**config.mk**
```make
export PLATFORM = sky130hd
export DESIGN_NAME = sync_slave_tx
export DESIGN_NICKNAME = d
export VERILOG_FILES = /design/src/rtl/sync_slave_tx.sv
export SDC_FILE = /design/constraint.sdc
export NUM_CORES = 1
export LEC_CHECK = 0
export ABC_AREA = 1
export BUFFER_PORTS_ARGS = -buffer_cell sky130_fd_sc_hd__buf_2
export CAP_MARGIN = 20
export CORE_MARGIN = 2
export CORE_UTILIZATION = 54
export DETAILED_ROUTE_END_ITERATION = 8
export GPL_TIMING_DRIVEN = 0
export MAX_ROUTING_LAYER = met4
export PLACE_DENSITY = 0.77
export SYNTH_ARGS = -nofsm -noshare
export SYNTH_HDL_FRONTEND = slang
export SYNTH_SLANG_ARGS = --single-unit
```
**constraint.sdc**
```tcl
create_clock -name clk -period 2.1 [get_ports clk]
set_clock_uncertainty 0.2 [all_clocks]
set_input_delay 0.21 -clock clk [delete_from_list [all_inputs] [get_ports clk]]
set_output_delay 0.21 -clock clk [all_outputs]
set_load 0.01 [all_outputs]
```
**src/rtl/sync_slave_tx.sv**
```systemverilog
module sync_slave_tx #(
  parameter int DATA_W = 8
) (
  input  logic              clk,
  input  logic              rst_n,
  input  logic              port_en,
  input  logic              sync_mode,
  input  logic              clk_src,
  input  logic              tx_en,
  input  logic              rx_single_en,
  input  logic              rx_cont_en,
  input  logic              nine_bit_mode,
  input  logic              ninth_bit,
  input  logic              tx_ie,
  input  logic              wr_valid,
  input  logic [DATA_W-1:0] wr_data,
  input  logic              sck_in,
  output logic              sdo,
  output logic              buf_empty,
  output logic              irq
);
  localparam int WORD_W = DATA_W + 1;
  localparam int CNT_W  = $clog2(WORD_W + 1);

  logic [2:0]        sck_sync;
  logic [WORD_W-1:0] hold_q, shift_q;
  logic              hold_full, hold_nine, sdo_q;
  logic [CNT_W-1:0]  bits_left;

  wire active   = port_en & sync_mode & ~clk_src & tx_en & ~rx_single_en & ~rx_cont_en;
  wire sck_fall = sck_sync[2] & ~sck_sync[1];
  wire busy     = bits_left != '0;
  wire load     = hold_full & ~busy & ~sck_fall;

  always_ff @(posedge clk or negedge rst_n)
    if (!rst_n) sck_sync <= '1;
    else        sck_sync <= {sck_sync[1:0], sck_in};

  always_ff @(posedge clk or negedge rst_n) begin
    if (!rst_n) begin
      hold_q    <= '0;
      hold_nine <= 1'b0;
      hold_full <= 1'b0;
      shift_q   <= '1;
      bits_left <= '0;
      sdo_q     <= 1'b1;
    end else if (!active) begin
      hold_full <= 1'b0;
      shift_q   <= '1;
      bits_left <= '0;
      sdo_q     <= 1'b1;
    end else begin
      if (wr_valid) begin
        hold_q    <= {ninth_bit, wr_data};
        hold_nine <= nine_bit_mode;
        hold_full <= 1'b1;
      end else if (load) begin
        hold_full <= 1'b0;
      end
      if (load) begin
        shift_q   <= hold_q;
        bits_left <= hold_nine ? CNT_W'(WORD_W) : CNT_W'(DATA_W);
      end else if (sck_fall) begin
        sdo_q <= busy ? shift_q[0] : 1'b1;
        if (busy) begin
          shift_q   <= {1'b1, shift_q[WORD_W-1:1]};
          bits_left <= bits_left - 1'b1;
        end
      end
    end
  end

  assign sdo       = sdo_q;
  assign buf_empty = ~hold_full;
  assign irq       = tx_ie & buf_empty & active;
endmodule


```
**After elaboration in Yosys (flattened, before gate mapping)**

Index checks and enable logic that the tools add are counted.
W data, S select, Z words.

- Eq/ne operators: 5
- Reduce and logical (&&, ||, !) cells: 4
- $add $sub $neg: 1
- Multiplexer cells: 16
- Bitwise operators: 17

Operators with widths:

| operator | count |
|---|---|
| $mux W9 | 4 |
| $mux W4 | 4 |
| $and A1 B1 Y1 | 10 |
| $mux W1 | 8 |
| $not A1 Y1 | 7 |
| $ne A3 B1 Y1 const B | 2 |
| $reduce_and A2 Y1 | 3 |
| $reduce_bool A4 Y1 | 1 |
| $sub A4 B1 Y4 const B | 1 |
| $ne A3 B2 Y1 const B | 1 |
| $ne A2 B1 Y1 const B | 1 |
| $ne A2 B2 Y1 const B | 1 |

- Word-level logic and storage cells: 50
- Input port bits: 21
- Flip-flop bits (word level): 28
- Output and inout port bits: 3

**Longest topological paths before layout**

- Depth in word-level cells: 7
- Mapped depth: 9
- Depth with buffers taken out: 9

**Worst setup path before layout**

Ideal clock, no wire load.

- Kind: reg2reg
- Start point: register bits_left[0]
- End point: register bits_left[3]
- Arrival time: 1.190 ns
- Setup slack: 0.594 ns
- Data required time: 1.784 ns
- Clock period less this slack: 1.506 ns
- Stages on the path, launching flop included: 9
- Buffers on the path: 1
- Library setup time: 0.116 ns
- Cells stage by stage: dfrtp_1 > inv_1 > ha_1 > nand2_4 > nor2_8 > nor2_4 > buf_6 > nand3_1 > nand2_1

- Word-level cells in the longest chain between the ends: 6
- Elaborated cells between the ends (all ways): 12
- Those cells by class: add/sub (1); eq/ne (2); mux (4); bitwise (3); reduce/logical (2)

RTL lines:

| element | line | source |
|---|---|---|
| from (decl) | 28 | `logic [CNT_W-1:0] bits_left;` |
| from (signal assigned) | 62 | `bits_left <= hold_nine ? CNT_W'(WORD_W) : CNT_W'(DATA_W);` |
| from (signal assigned) | 67 | `bits_left <= bits_left - 1'b1;` |
| branches (longest 6 deep; another with $sub A4 B1 Y4) | -- |  |

Several ways; the timed one is not identified. The select of a mux whose other input is x is not followed.
A chain may end at the register's enable or synchronous reset.

**Worst setup path in the final report**

- Start point: register bits_left[1]
- End point: register shift_q[0]

- Word-level cells in the longest chain between the ends: 6
- Elaborated cells between the ends (all ways): 9
- Those cells by class: eq/ne (2); mux (2); bitwise (3); reduce/logical (2)

RTL lines:

| element | line | source |
|---|---|---|
| $reduce_bool A4 Y1 * | 32 | `wire busy = bits_left != '0;` |
| $not A1 Y1 | 33 | `wire load = hold_full & ~busy & ~sck_fall;` |
| $and A1 B1 Y1 (2 in series) | 33 |  |
| $ne A3 B1 Y1 (no source line) / $mux W9 (equally long branches) | -- |  |
| $reduce_and A2 Y1 (no source line) / $mux W9 (equally long branches) | -- |  |
| to (signal assigned) | 61 | `shift_q <= hold_q;` |
| to (signal assigned) | 66 | `shift_q <= {1'b1, shift_q[WORD_W-1:1]};` |
| to (decl) | 26 | `logic [WORD_W-1:0] hold_q, shift_q;` |

Mark *: on every way between the ends. The rest lies on a longest branch, timed or not.

==> impl_metrics.env <==
export IMPL_run_status="completed"
export IMPL_critPathTopFamily="simple AND/OR/NAND/NOR gates"
export IMPL_yosysWarnings=0
export IMPL_grt_usage_pct=23.63
export IMPL_grt_pass1_wl_um=4926
export IMPL_synth_top_area_share_pct=26.64
export IMPL_path_cells="inv_1, ha_1, nand2_4, nor2_8, nor2_4, buf_6, nand2_2, nand2_1, nand2_1"
export IMPL_min_path_cells=5
export IMPL_arrival_ns=1.78
export IMPL_crit_required_ns=2.17
export IMPL_synthArstFlopShare_pct=100.0
export IMPL_hold_viol=0
export IMPL_min_period_ns=1.703
export IMPL_dpl_worst_slack_ns=0.4495
export IMPL_syn_num_nets=195
export IMPL_ctsRootBufferMaster="clkbuf_4"
export IMPL_ys_top_cells_by_count="nand2_1 (74), nand3_1 (25), dfrtp_1 (15)"
export IMPL_cts_sink_count=28
export IMPL_slew_limit_headroom_pct=58.61
export IMPL_drt_total_wl_um=3049
export IMPL_crit_type="flop to flop"
export IMPL_cpPeakStageDelay_ns=0.40
export IMPL_crit_path_max_fanout=10
export IMPL_die_w_um=55.08
export IMPL_row_count=18
export IMPL_power_leakage_nw=0.8697
export IMPL_layout_drive_gt1_share_pct=25.47
export IMPL_wl_per_cell_um=12.60
export IMPL_fmax_mhz=587.2
export IMPL_synth_area_top_cells="dfrtp_1 (27%), dfstp_2 (24%), nand2_1 (20%)"
export IMPL_drc=0
export IMPL_grt_overflow=0
export IMPL_syn_inst=172
export IMPL_gp_congestion=0.8094
export IMPL_yosysMostFrequentCell="nand2_1"
export IMPL_rsz0062_at_grt="false"
export IMPL_maxCapViolations=0
export IMPL_multiInputGateArea_um2=605.6
export IMPL_die_area_um2=3034
export IMPL_rr_worst_depth=9
export IMPL_setup_viol=0
export IMPL_n_fill_cell=215
export IMPL_path_buf_inv=2
export IMPL_htree_levels=1
export IMPL_worst_slack_ns=0.3969
export IMPL_syn_to_final_growth_pct=23.80
export IMPL_tritoncts="done"
export IMPL_min_path_type="primary input to flop"
export IMPL_clk_pin_slew_worst_paths_ns=0.16
export IMPL_tightest_slew_ns=0.6208
export IMPL_start_util_pct=56.87
export IMPL_synth_area_um2=1409
export IMPL_setup_tns_ns=0
export IMPL_synth_area_leader_cell="dfrtp_1"
export IMPL_hpwl_um=2043
export IMPL_syn_area_per_cell_um2=8.191
export IMPL_ctsHoldBuffers=13
export IMPL_worstSetupEndpointType="flop"
export IMPL_cts_buffers=3
export IMPL_ys_seq_area_share_pct=50.89
export IMPL_cp_common_cell="nand2_1"
export IMPL_ir_drop_mv=0.5561
export IMPL_antenna_found_initial=0
export IMPL_clk_latency_ns=0.35
export IMPL_drtIter0Drc=32
export IMPL_ff_latch_area_um2=716.9
export IMPL_post_cts_repair_setup_buffers=0
export IMPL_antenna_cells=0
export IMPL_synth_ff_type="dfrtp_1"
export IMPL_core_um2=2477
export IMPL_vias_per_cell=5.132
export IMPL_drtAntennaViolNets=0
export IMPL_finalCritPeriodShare_pct=81.10
export IMPL_fp_dieH_um=55.08
export IMPL_path_depth=9
export IMPL_start_kind="flop"
export IMPL_p_per_area_nw_per_um2=596.8
export IMPL_fin_nets=236
export IMPL_numPortBuffers=23
export IMPL_ys_types=22
export IMPL_cts_buffer_depth=2
export IMPL_ys_seq_elements=28
export IMPL_dr_pass1_iters=4
export IMPL_slew_violations=0
export IMPL_grt_max_degree=29
export IMPL_cts_resized=0
export IMPL_fin_util_pct=70.40
export IMPL_vias=1242
export IMPL_first_global_vias=1120
export IMPL_synth_edff_count=0
export IMPL_io_pin_count=24
export IMPL_crit_slowest_cell="dfrtp_1"
[per-stage QoR]
stage	power, mW	hold slack, ns	instance area [um^2]	instances
2_1_floorplan	0.6292	-0.2856	1409	172
3_3_place_gp	0.6643	0.05330	1562	225
3_5_place_dp	0.6708	0.05761	1562	225
4_1_cts	1.047	0.1168	1744	242
5_1_grt	1.077	0.1428	1744	242
6_report	1.041	0.1205	1744	242
[cell usage in the layout, fill, tap and decap left out, drive strengths merged]
cell type,count
dfstp,13
o22ai,1
nor2,8
ha,2
dlygate4sd3,13
nand3b,7
inv,10
xor2,1
o21ai,2
a21oi,4
clkbuf,4
bufinv,1
dfrtp,15
nand2,77
nand3,25
buf,29
[worst min-delay path, stage by stage]
cell,delay [ns]
buf_2,0.09
nand2_1,0.06
buf_2,0.18
nand2_1,0.07
nand2_1,0.04
[kinds of logic after synthesis]
family                     Yosys count  synth area share [%]
DFF                                 28                 50.89
adders and majority gates            2                 1.776
AOI/OAI and AO/OA                    7                 2.576
and+or+nand+nor                    117                 38.01
buffers and inverters               17                 6.128
xor gates and xnor gates             1                0.6218
[state kept, by name (all words and copies together) (netlist names)]
signal / count
hold_q: 9
bits_left: 4
shift_q: 9
sdo: 1
sck_sync: 3
hold_nine: 1
hold_full: 1
[layout make-up]
class	count	area share (%)
Buffer	7	2.798
Multi-Input combinational cell	127	34.72
Clock buffer	3	1.291
Tap cell	30	2.152
Inverter	10	2.152
Sequential cell	28	41.10
Timing Repair Buffer	36	14.06
Clock inverter	1	1.722
[power by group]
group | internal, mW | leakage, nW | switching [mW] | total [mW]
Clock | 0.193 | 0.0279 | 0.164 | 0.357
Sequential | 0.573 | 0.340 | 0.0167 | 0.590
Combinational | 0.0500 | 0.502 | 0.0440 | 0.0940
Total | 0.817 | 0.870 | 0.224 | 1.04
[final timing paths]
check / from / to / slack, ns
max: bits_left[1]$_DFFE_PN0P_ / shift_q[0]$_DFFE_PN1P_ / 0.40
min: wr_valid / hold_q[3]$_DFFE_PN0P_ / 0.12
max reg2reg: bits_left[1]$_DFFE_PN0P_ / shift_q[0]$_DFFE_PN1P_ / 0.40
min reg2reg: sck_sync[0]$_DFF_PN1_ / sck_sync[1]$_DFF_PN1_ / 0.17
max in group asynchronous: rst_n / hold_q[0]$_DFFE_PN0P_ / 1.09
min in group asynchronous: rst_n / bits_left[1]$_DFFE_PN0P_ / 0.18
[layer usage]
layer	GRT usage (%)	part of all wire, %	up-vias
met5	-	0	-
met4	4.878	0.95	0
met3	3.226	3.9	5
met2	39.68	49	31
met1	30.74	46	579
li1	-	-	627
Note: power is estimated with default switching activity, not from simulation.
